### config.mk
export PLATFORM = sky130hd
export DESIGN_NAME = gated_hdlc_tx
export DESIGN_NICKNAME = d
export VERILOG_FILES = /design/src/rtl/gtx_pkg.sv /design/src/rtl/gtx_frame_fifo.sv /design/src/rtl/gtx_frame_serializer.sv /design/src/rtl/gtx_line_gate.sv /design/src/rtl/gated_hdlc_tx.sv
export SDC_FILE = /design/constraint.sdc
export NUM_CORES = 1
export LEC_CHECK = 0
export ABC_AREA = 1
export CORE_MARGIN = 3
export CORE_UTILIZATION = 60
export DETAILED_ROUTE_END_ITERATION = 16
export DONT_BUFFER_PORTS = 1
export PLACE_DENSITY = 0.85
export SETUP_SLACK_MARGIN = 0.1
export SLEW_MARGIN = 0
export SYNTH_ARGS = -nofsm -noshare
export SYNTH_HDL_FRONTEND = slang
export SYNTH_SLANG_ARGS = --single-unit
### constraint.sdc
create_clock -name clk -period 3.8 [get_ports clk]
set_input_delay 0.76 -clock clk [delete_from_list [all_inputs] [get_ports clk]]
set_output_delay 0.76 -clock clk [all_outputs]
set_load 0.1 [all_outputs]
### src/rtl/gtx_pkg.sv
package gtx_pkg;
  localparam int BYTE_W    = 8;
  localparam int BIT_IDX_W = $clog2(BYTE_W);
  localparam int RUN_W     = 3;
  localparam logic [BYTE_W-1:0]  FLAG_PAT  = 8'h7E;
  localparam logic [RUN_W-1:0]   STUFF_RUN = 3'd5;
  localparam logic [BIT_IDX_W-1:0] LAST_IDX = BIT_IDX_W'(BYTE_W - 1);

  typedef enum logic [2:0] {
    S_IDLE,
    S_OPEN,
    S_DATA,
    S_CLOSE,
    S_DISCARD
  } ser_state_e;
endpackage

### src/rtl/gtx_frame_fifo.sv
module gtx_frame_fifo
  import gtx_pkg::*;
#(
  parameter int DEPTH = 8
) (
  input  logic              clk,
  input  logic              rst_n,
  input  logic              push,
  input  logic [BYTE_W-1:0] push_data,
  input  logic              push_last,
  input  logic              pop,
  input  logic              commit,
  input  logic              rewind,
  input  logic              drop,
  output logic [BYTE_W-1:0] head_data,
  output logic              head_last,
  output logic              head_avail,
  output logic              wr_block,
  output logic              start_lost
);
  localparam int AW = (DEPTH > 1) ? $clog2(DEPTH) : 1;
  localparam int PW = AW + 1;
  localparam logic [PW-1:0] CAP = PW'(DEPTH);

  logic [BYTE_W-1:0] data_mem [DEPTH];
  logic              last_mem [DEPTH];

  logic [PW-1:0] wr_q, rd_q, base_q;
  logic [PW-1:0] wr_d, rd_d, base_d;
  logic          lost_q, lost_d;
  logic [PW-1:0] occ;
  logic          at_cap, sent_held, accept, evict;

  always_comb begin
    occ       = wr_q - base_q;
    at_cap    = (occ == CAP);
    sent_held = (rd_q != base_q);
    wr_block  = at_cap && !(sent_held && !rewind);
    accept    = push && !wr_block;
    evict     = accept && at_cap && !commit && !drop;

    wr_d   = accept ? wr_q + 1'b1 : wr_q;
    if (rewind)            rd_d = base_q;
    else if (pop || drop)  rd_d = rd_q + 1'b1;
    else                   rd_d = rd_q;

    if (drop)        base_d = rd_q + 1'b1;
    else if (commit) base_d = rd_q;
    else if (evict)  base_d = base_q + 1'b1;
    else             base_d = base_q;

    if (drop || commit) lost_d = 1'b0;
    else if (evict)     lost_d = 1'b1;
    else                lost_d = lost_q;
  end

  always_ff @(posedge clk or negedge rst_n) begin
    if (!rst_n) begin
      wr_q   <= '0;
      rd_q   <= '0;
      base_q <= '0;
      lost_q <= 1'b0;
    end else begin
      wr_q   <= wr_d;
      rd_q   <= rd_d;
      base_q <= base_d;
      lost_q <= lost_d;
    end
  end

  always_ff @(posedge clk) begin
    if (accept) begin
      data_mem[wr_q[AW-1:0]] <= push_data;
      last_mem[wr_q[AW-1:0]] <= push_last;
    end
  end

  assign head_data  = data_mem[rd_q[AW-1:0]];
  assign head_last  = last_mem[rd_q[AW-1:0]];
  assign head_avail = (rd_q != wr_q);
  assign start_lost = lost_q;


  no_overflow_chk: assert property (@(posedge clk) disable iff (!rst_n)
    (wr_q - base_q) <= CAP);


  read_in_window_chk: assert property (@(posedge clk) disable iff (!rst_n)
    (rd_q - base_q) <= (wr_q - base_q));
endmodule

### src/rtl/gtx_frame_serializer.sv
module gtx_frame_serializer
  import gtx_pkg::*;
(
  input  logic              clk,
  input  logic              rst_n,
  input  logic              step,
  input  logic              abort,
  input  logic              head_avail,
  input  logic [BYTE_W-1:0] head_data,
  input  logic              head_last,
  input  logic              start_lost,
  output logic              line_bit,
  output logic              pop,
  output logic              commit,
  output logic              rewind,
  output logic              drop,
  output logic              fail_set
);
  ser_state_e           state_q, state_d;
  logic [BIT_IDX_W-1:0] cnt_q, cnt_d;
  logic [RUN_W-1:0]     ones_q, ones_d;
  logic                 dbit;

  always_comb begin
    state_d  = state_q;
    cnt_d    = cnt_q;
    ones_d   = ones_q;
    line_bit = 1'b1;
    pop      = 1'b0;
    commit   = 1'b0;
    rewind   = 1'b0;
    drop     = 1'b0;
    fail_set = 1'b0;
    dbit     = head_data[cnt_q];

    if (abort && (state_q == S_OPEN || state_q == S_DATA || state_q == S_CLOSE)) begin
      cnt_d  = '0;
      ones_d = '0;
      if (start_lost) begin
        fail_set = 1'b1;
        if (state_q == S_CLOSE) begin
          commit  = 1'b1;
          state_d = S_IDLE;
        end else begin
          state_d = S_DISCARD;
        end
      end else begin
        rewind  = 1'b1;
        state_d = S_IDLE;
      end
    end else begin
      case (state_q)
        S_IDLE: begin
          if (step && head_avail) begin
            line_bit = FLAG_PAT[0];
            cnt_d    = BIT_IDX_W'(1);
            state_d  = S_OPEN;
          end
        end
        S_OPEN: begin
          if (step) begin
            line_bit = FLAG_PAT[cnt_q];
            cnt_d    = cnt_q + 1'b1;
            if (cnt_q == LAST_IDX) begin
              state_d = S_DATA;
              ones_d  = '0;
            end
          end
        end
        S_DATA: begin
          if (step) begin
            if (ones_q == STUFF_RUN) begin
              line_bit = 1'b0;
              ones_d   = '0;
            end else if (!head_avail) begin
              fail_set = 1'b1;
              cnt_d    = '0;
              ones_d   = '0;
              state_d  = S_DISCARD;
            end else begin
              line_bit = dbit;
              ones_d   = dbit ? ones_q + 1'b1 : '0;
              cnt_d    = cnt_q + 1'b1;
              if (cnt_q == LAST_IDX) begin
                pop = 1'b1;
                if (head_last) state_d = S_CLOSE;
              end
            end
          end
        end
        S_CLOSE: begin
          if (step) begin
            if (ones_q == STUFF_RUN) begin
              line_bit = 1'b0;
              ones_d   = '0;
            end else begin
              line_bit = FLAG_PAT[cnt_q];
              cnt_d    = cnt_q + 1'b1;
              if (cnt_q == LAST_IDX) begin
                commit  = 1'b1;
                state_d = S_IDLE;
              end
            end
          end
        end
        S_DISCARD: begin
          if (head_avail) begin
            drop = 1'b1;
            if (head_last) state_d = S_IDLE;
          end
        end
        default: state_d = S_IDLE;
      endcase
    end
  end

  always_ff @(posedge clk or negedge rst_n) begin
    if (!rst_n) begin
      state_q <= S_IDLE;
      cnt_q   <= '0;
      ones_q  <= '0;
    end else begin
      state_q <= state_d;
      cnt_q   <= cnt_d;
      ones_q  <= ones_d;
    end
  end


  gate_start_chk: assert property (@(posedge clk) disable iff (!rst_n)
    (state_q == S_IDLE && !step) |=> (state_q == S_IDLE));


  stuff_run_chk: assert property (@(posedge clk) disable iff (!rst_n)
    (ones_q <= STUFF_RUN));


  rewind_idle_chk: assert property (@(posedge clk) disable iff (!rst_n)
    rewind |=> (state_q == S_IDLE));
endmodule

### src/rtl/gtx_line_gate.sv
module gtx_line_gate (
  input  logic clk,
  input  logic rst_n,
  input  logic bit_en,
  input  logic slot_en,
  input  logic cdr_in,
  input  logic line_bit,
  output logic step,
  output logic abort,
  output logic txd,
  output logic txd_oe
);
  logic slot_bit;
  logic txd_d, oe_d;

  always_comb begin
    slot_bit = bit_en && slot_en;
    step     = slot_bit && cdr_in;
    abort    = slot_bit && !cdr_in;
    oe_d     = txd_oe;
    txd_d    = txd;
    if (bit_en) begin
      oe_d  = step;
      txd_d = step ? line_bit : 1'b1;
    end
  end

  always_ff @(posedge clk or negedge rst_n) begin
    if (!rst_n) begin
      txd    <= 1'b1;
      txd_oe <= 1'b0;
    end else begin
      txd    <= txd_d;
      txd_oe <= oe_d;
    end
  end


  out_of_slot_chk: assert property (@(posedge clk) disable iff (!rst_n)
    (bit_en && !slot_en) |=> !txd_oe);


  abort_hiz_chk: assert property (@(posedge clk) disable iff (!rst_n)
    (bit_en && slot_en && !cdr_in) |=> !txd_oe);


  hold_between_chk: assert property (@(posedge clk) disable iff (!rst_n)
    !bit_en |=> $stable(txd_oe));
endmodule

### src/rtl/gated_hdlc_tx.sv
module gated_hdlc_tx
  import gtx_pkg::*;
#(
  parameter int FIFO_DEPTH = 8
) (
  input  logic              clk,
  input  logic              rst_n,
  input  logic              bit_en,
  input  logic              slot_en,
  input  logic              cdr_in,
  input  logic              wr_valid,
  input  logic [BYTE_W-1:0] wr_data,
  input  logic              wr_last,
  output logic              wr_full,
  input  logic              xdu_clr,
  output logic              txd,
  output logic              txd_oe,
  output logic              xdu_irq
);
  logic [1:0] rst_sync_q;
  logic       rst_int_n;

  always_ff @(posedge clk or negedge rst_n) begin
    if (!rst_n) rst_sync_q <= 2'b00;
    else        rst_sync_q <= {rst_sync_q[0], 1'b1};
  end
  assign rst_int_n = rst_sync_q[1];

  logic              step, abort, line_bit;
  logic              pop, commit, rewind, drop, fail_set;
  logic [BYTE_W-1:0] head_data;
  logic              head_last, head_avail, start_lost;
  logic              xdu_d;

  gtx_frame_fifo #(.DEPTH(FIFO_DEPTH)) u_fifo (
    .clk        (clk),
    .rst_n      (rst_int_n),
    .push       (wr_valid),
    .push_data  (wr_data),
    .push_last  (wr_last),
    .pop        (pop),
    .commit     (commit),
    .rewind     (rewind),
    .drop       (drop),
    .head_data  (head_data),
    .head_last  (head_last),
    .head_avail (head_avail),
    .wr_block   (wr_full),
    .start_lost (start_lost)
  );

  gtx_frame_serializer u_ser (
    .clk        (clk),
    .rst_n      (rst_int_n),
    .step       (step),
    .abort      (abort),
    .head_avail (head_avail),
    .head_data  (head_data),
    .head_last  (head_last),
    .start_lost (start_lost),
    .line_bit   (line_bit),
    .pop        (pop),
    .commit     (commit),
    .rewind     (rewind),
    .drop       (drop),
    .fail_set   (fail_set)
  );

  gtx_line_gate u_gate (
    .clk      (clk),
    .rst_n    (rst_int_n),
    .bit_en   (bit_en),
    .slot_en  (slot_en),
    .cdr_in   (cdr_in),
    .line_bit (line_bit),
    .step     (step),
    .abort    (abort),
    .txd      (txd),
    .txd_oe   (txd_oe)
  );

  always_comb begin
    if (fail_set)     xdu_d = 1'b1;
    else if (xdu_clr) xdu_d = 1'b0;
    else              xdu_d = xdu_irq;
  end

  always_ff @(posedge clk or negedge rst_int_n) begin
    if (!rst_int_n) xdu_irq <= 1'b0;
    else            xdu_irq <= xdu_d;
  end


  xdu_sticky_chk: assert property (@(posedge clk) disable iff (!rst_int_n)
    (xdu_irq && !xdu_clr) |=> xdu_irq);


  xdu_raise_chk: assert property (@(posedge clk) disable iff (!rst_int_n)
    fail_set |=> xdu_irq);
endmodule

==> flow_summary.json <==
{
  "status": "finished clean",
  "synth_cell_types": 41,
  "cts_sinks": 99,
  "grt_pass1_wl_um": 16000,
  "final_hold_viol_count": 0,
  "drt_wl_total_um": 9750,
  "finClkSkew_ns": 0.0105,
  "drt-pass1-iter-count": 4,
  "cpPeakStageDelay_ns": 0.49,
  "register_area_um2": 2840,
  "fill_cells": 611,
  "syn_inst": 503,
  "power_density_nw_per_um2": 744,
  "syn_to_final_growth_pct": 5.33,
  "grt_overflow_total": 0,
  "rsz0062_at_grt": "no",
  "core_um2": 7850,
  "path_max_fanout": 6,
  "diodes": 0,
  "end_kind": "output pin",
  "cts_setup_buffers": 0,
  "drv_slew": 0,
  "ys_warn_count": 0,
  "cts_buffer_depth": 2,
  "cts_made_buffers": 9,
  "clk_latency_ns": 0.37,
  "grt_max_degree": 38,
  "drt.antenna.violating_nets": 0,
  "grt_pass1_vias": 3284,
  "period_minus_slack_ns": 3.36,
  "hpwl_um": 6740,
  "internal_power_mw": 2.16,
  "clkTransAtPathRegs_ns": 0.11,
  "timing.final.crit_share_pct": 88.5,
  "die_w_um": 96.6,
  "synth_nets": 531,
  "drc": 0,
  "r2r-start": "u_fifo.wr_q[0]",
  "dieArea_um2": 9340,
  "root_buffer": "clkbuf_8",
  "gp_congestion": 0.874,
  "viasPerCell": 5.69,
  "critical_path_class": "reg2out",
  "ir_drop_uv": 407,
  "mostFrequentLayoutCells": "136 x nand2_1, 72 x edfxtp_1, 68 x nand3_1",
  "synth.avg_cell_area_um2": 9.80,
  "p_switching_mw": 1.70,
  "required_ns": 3.04,
  "cap_violations": 0,
  "setup_tns_ns": 0,
  "clock.fmax_ghz": 0.297,
  "cts_tree": "yes",
  "seqPwrFrac_pct": 41.6,
  "cts-resized-gates": 0,
  "clock_power_share_pct": 17.9,
  "final_layout_size_suffix_gt1_share_pct": 10.1,
  "finalSetupViolCount": 0,
  "maxSlewHeadroom_pct": 31.0,
  "p_comb_share_pct": 40.5,
  "hold_class": "in2async",
  "io_pins": 20,
  "sw_frac_of_total_pct": 44.0,
  "io_buffer_count": 0,
  "seq_area_frac_synth_pct": 57.6,
  "start_kind": "flip-flop",
  "grt_usage_pct": 21.4,
  "num_rows": 32,
  "drt-initial-drc-count": 280,
  "arrival_ns": 2.60,
  "synth.ff_latch_count": 99,
  "crit_buf_inv": 4,
  "layout_setup_ws_ns": 0.438,
  "final_nets": 530,
  "multiInputGateArea_um2": 1840,
  "tightest_slew_ns": 1.03,
  "power.leakage_nw": 2.16,
  "antenna_found_initial": 0,
  "crit_family": "simple AND/OR/NAND/NOR gates",
  "htreeDepth": 3,
  "num_vias": 3468,
  "final_common_cell": "nand2_1",
  "die_h_um": 96.6,
  "initial_utilization_pct": 62.8,
  "critPathLaunch": "u_fifo.wr_q[0]",
  "wire_per_inst_um": 16.0,
  "cts_hold_repair.buffers": 0,
  "crit_slowest_cell": "dfrtp_1",
  "path_cells": "inv_1 -> ha_1 -> inv_1 -> a21oi_2 -> nor2_1 -> nor2_1 -> nor2_1 -> nor3_1 -> nand2_1 -> or2_4 -> inv_1 -> buf_4",
  "place_ws_ns": 0.877,
  "netlist_area_um2": 4930
}
[path summary, 6_finish.rpt]
kind,slack (ns),depth (start not counted),endpoint
min reg2reg,0.36,0,rst_sync_q[1]
max in group asynchronous,2.74,0,u_fifo.wr_q[0]
max reg2reg,0.94,13,u_fifo.data_mem[2][0]
max,0.44,12,wr_full
min in group clk,0.36,0,rst_sync_q[1]
min,0.07,0,rst_sync_q[1]
[cells by family (layout without fill, tap and decap cells)]
kind of cell    after synthesis  in the layout  share of synthesized area (%)
simple gates                271            271                           25.6
flops                        99             99                           57.6
buf+inv                      54             58                           5.03
compound gates               50             50                           5.81
xor+xnor                     16             16                           2.84
fa+ha+maj                    12             12                           3.05
other cells                   1              1                         0.0761
[sequential cells by signal, summed over array words and instances, names as in the netlist]
| name | cells |
|---|---|
| u_gate.txd | 1 |
| u_fifo.rd_q | 4 |
| u_fifo.wr_q | 4 |
| u_gate.txd_oe | 1 |
| u_fifo.base_q | 4 |
| u_fifo.last_mem | 8 |
| u_fifo.data_mem | 64 |
| u_ser.cnt_q | 3 |
| rst_sync_q | 2 |
| xdu_irq | 1 |
| u_fifo.start_lost | 1 |
| u_ser.state_q | 3 |
| u_ser.ones_q | 3 |
[per-layer routing]
metal  up-vias  wire, um  global-route usage (%)
li1       1689         -                       -
met1      1641      4080                    27.9
met2       117      5000                    36.2
met3        21       492                    4.11
met4         0       175                    6.70
met5         -         0                       0
[worst register-to-register path, delay by kind of cell, from the launching register on]
kind / cells / cell delay, ns
compound gates: 2 / 0.30
flops: 1 / 0.49
simple gates: 7 / 1.15
buf+inv: 3 / 0.37
fa+ha+maj: 1 / 0.19
[cell usage after synthesis (all sizes together)]
cell type    n  area share (%)
clkinv       1           0.076
nand4        3            0.38
nand3       69             7.1
edfxtp      72              44
nand2      150              13
conb         1           0.076
o211ai       4            0.71
clkbuf       2            0.18
dfrtp       26              13
a21oi       15             1.7
dfstp        1            0.53
xnor2        6             1.1
inv         37             2.9
a31oi        2            0.25
xor2        10             1.8
buf         14             1.9
or2          2            0.36
nor2        41             4.0
o22ai        1            0.13
ha          12             3.0
o21ai       25             2.5
o221ai       1            0.18
a21boi       1            0.15
o311ai       1            0.18
nor3         6            0.61
[power groups by stage]
stage / clock [mW] / combinational, mW / sequential [mW]
2_1_floorplan: 0 / 1.32 / 1.53
3_3_place_gp: 0 / 1.48 / 1.62
3_5_place_dp: 0 / 1.54 / 1.63
4_1_cts: 0.697 / 1.56 / 1.60
5_1_grt: 0.742 / 1.77 / 1.63
6_report: 0.692 / 1.56 / 1.61
[area by class of cell]
class	count	area share [%]
Tap cell	102	2.46
Clock inverter	7	1.57
Sequential cell	99	54.7
Inverter	38	2.84
Timing Repair Buffer	4	0.578
Multi-Input combinational cell	350	35.5
Clock buffer	9	2.39
[stage by stage]
step | hold WS (ns) | total power [mW] | cell area (um^2) | util [%] | std cells
6_report | 0.0673 | 3.86 | 5190 | 66.2 | 609
5_1_grt | 0.0375 | 4.14 | 5190 | 66.2 | 609
4_1_cts | 0.0589 | 3.86 | 5190 | 66.2 | 609
3_5_place_dp | 0.342 | 3.16 | 4990 | 63.5 | 593
3_3_place_gp | 0.337 | 3.09 | 4990 | 63.5 | 593
2_1_floorplan | 0.320 | 2.85 | 4930 | - | 503
No activity file was read; power rests on OpenSTA's default activity.
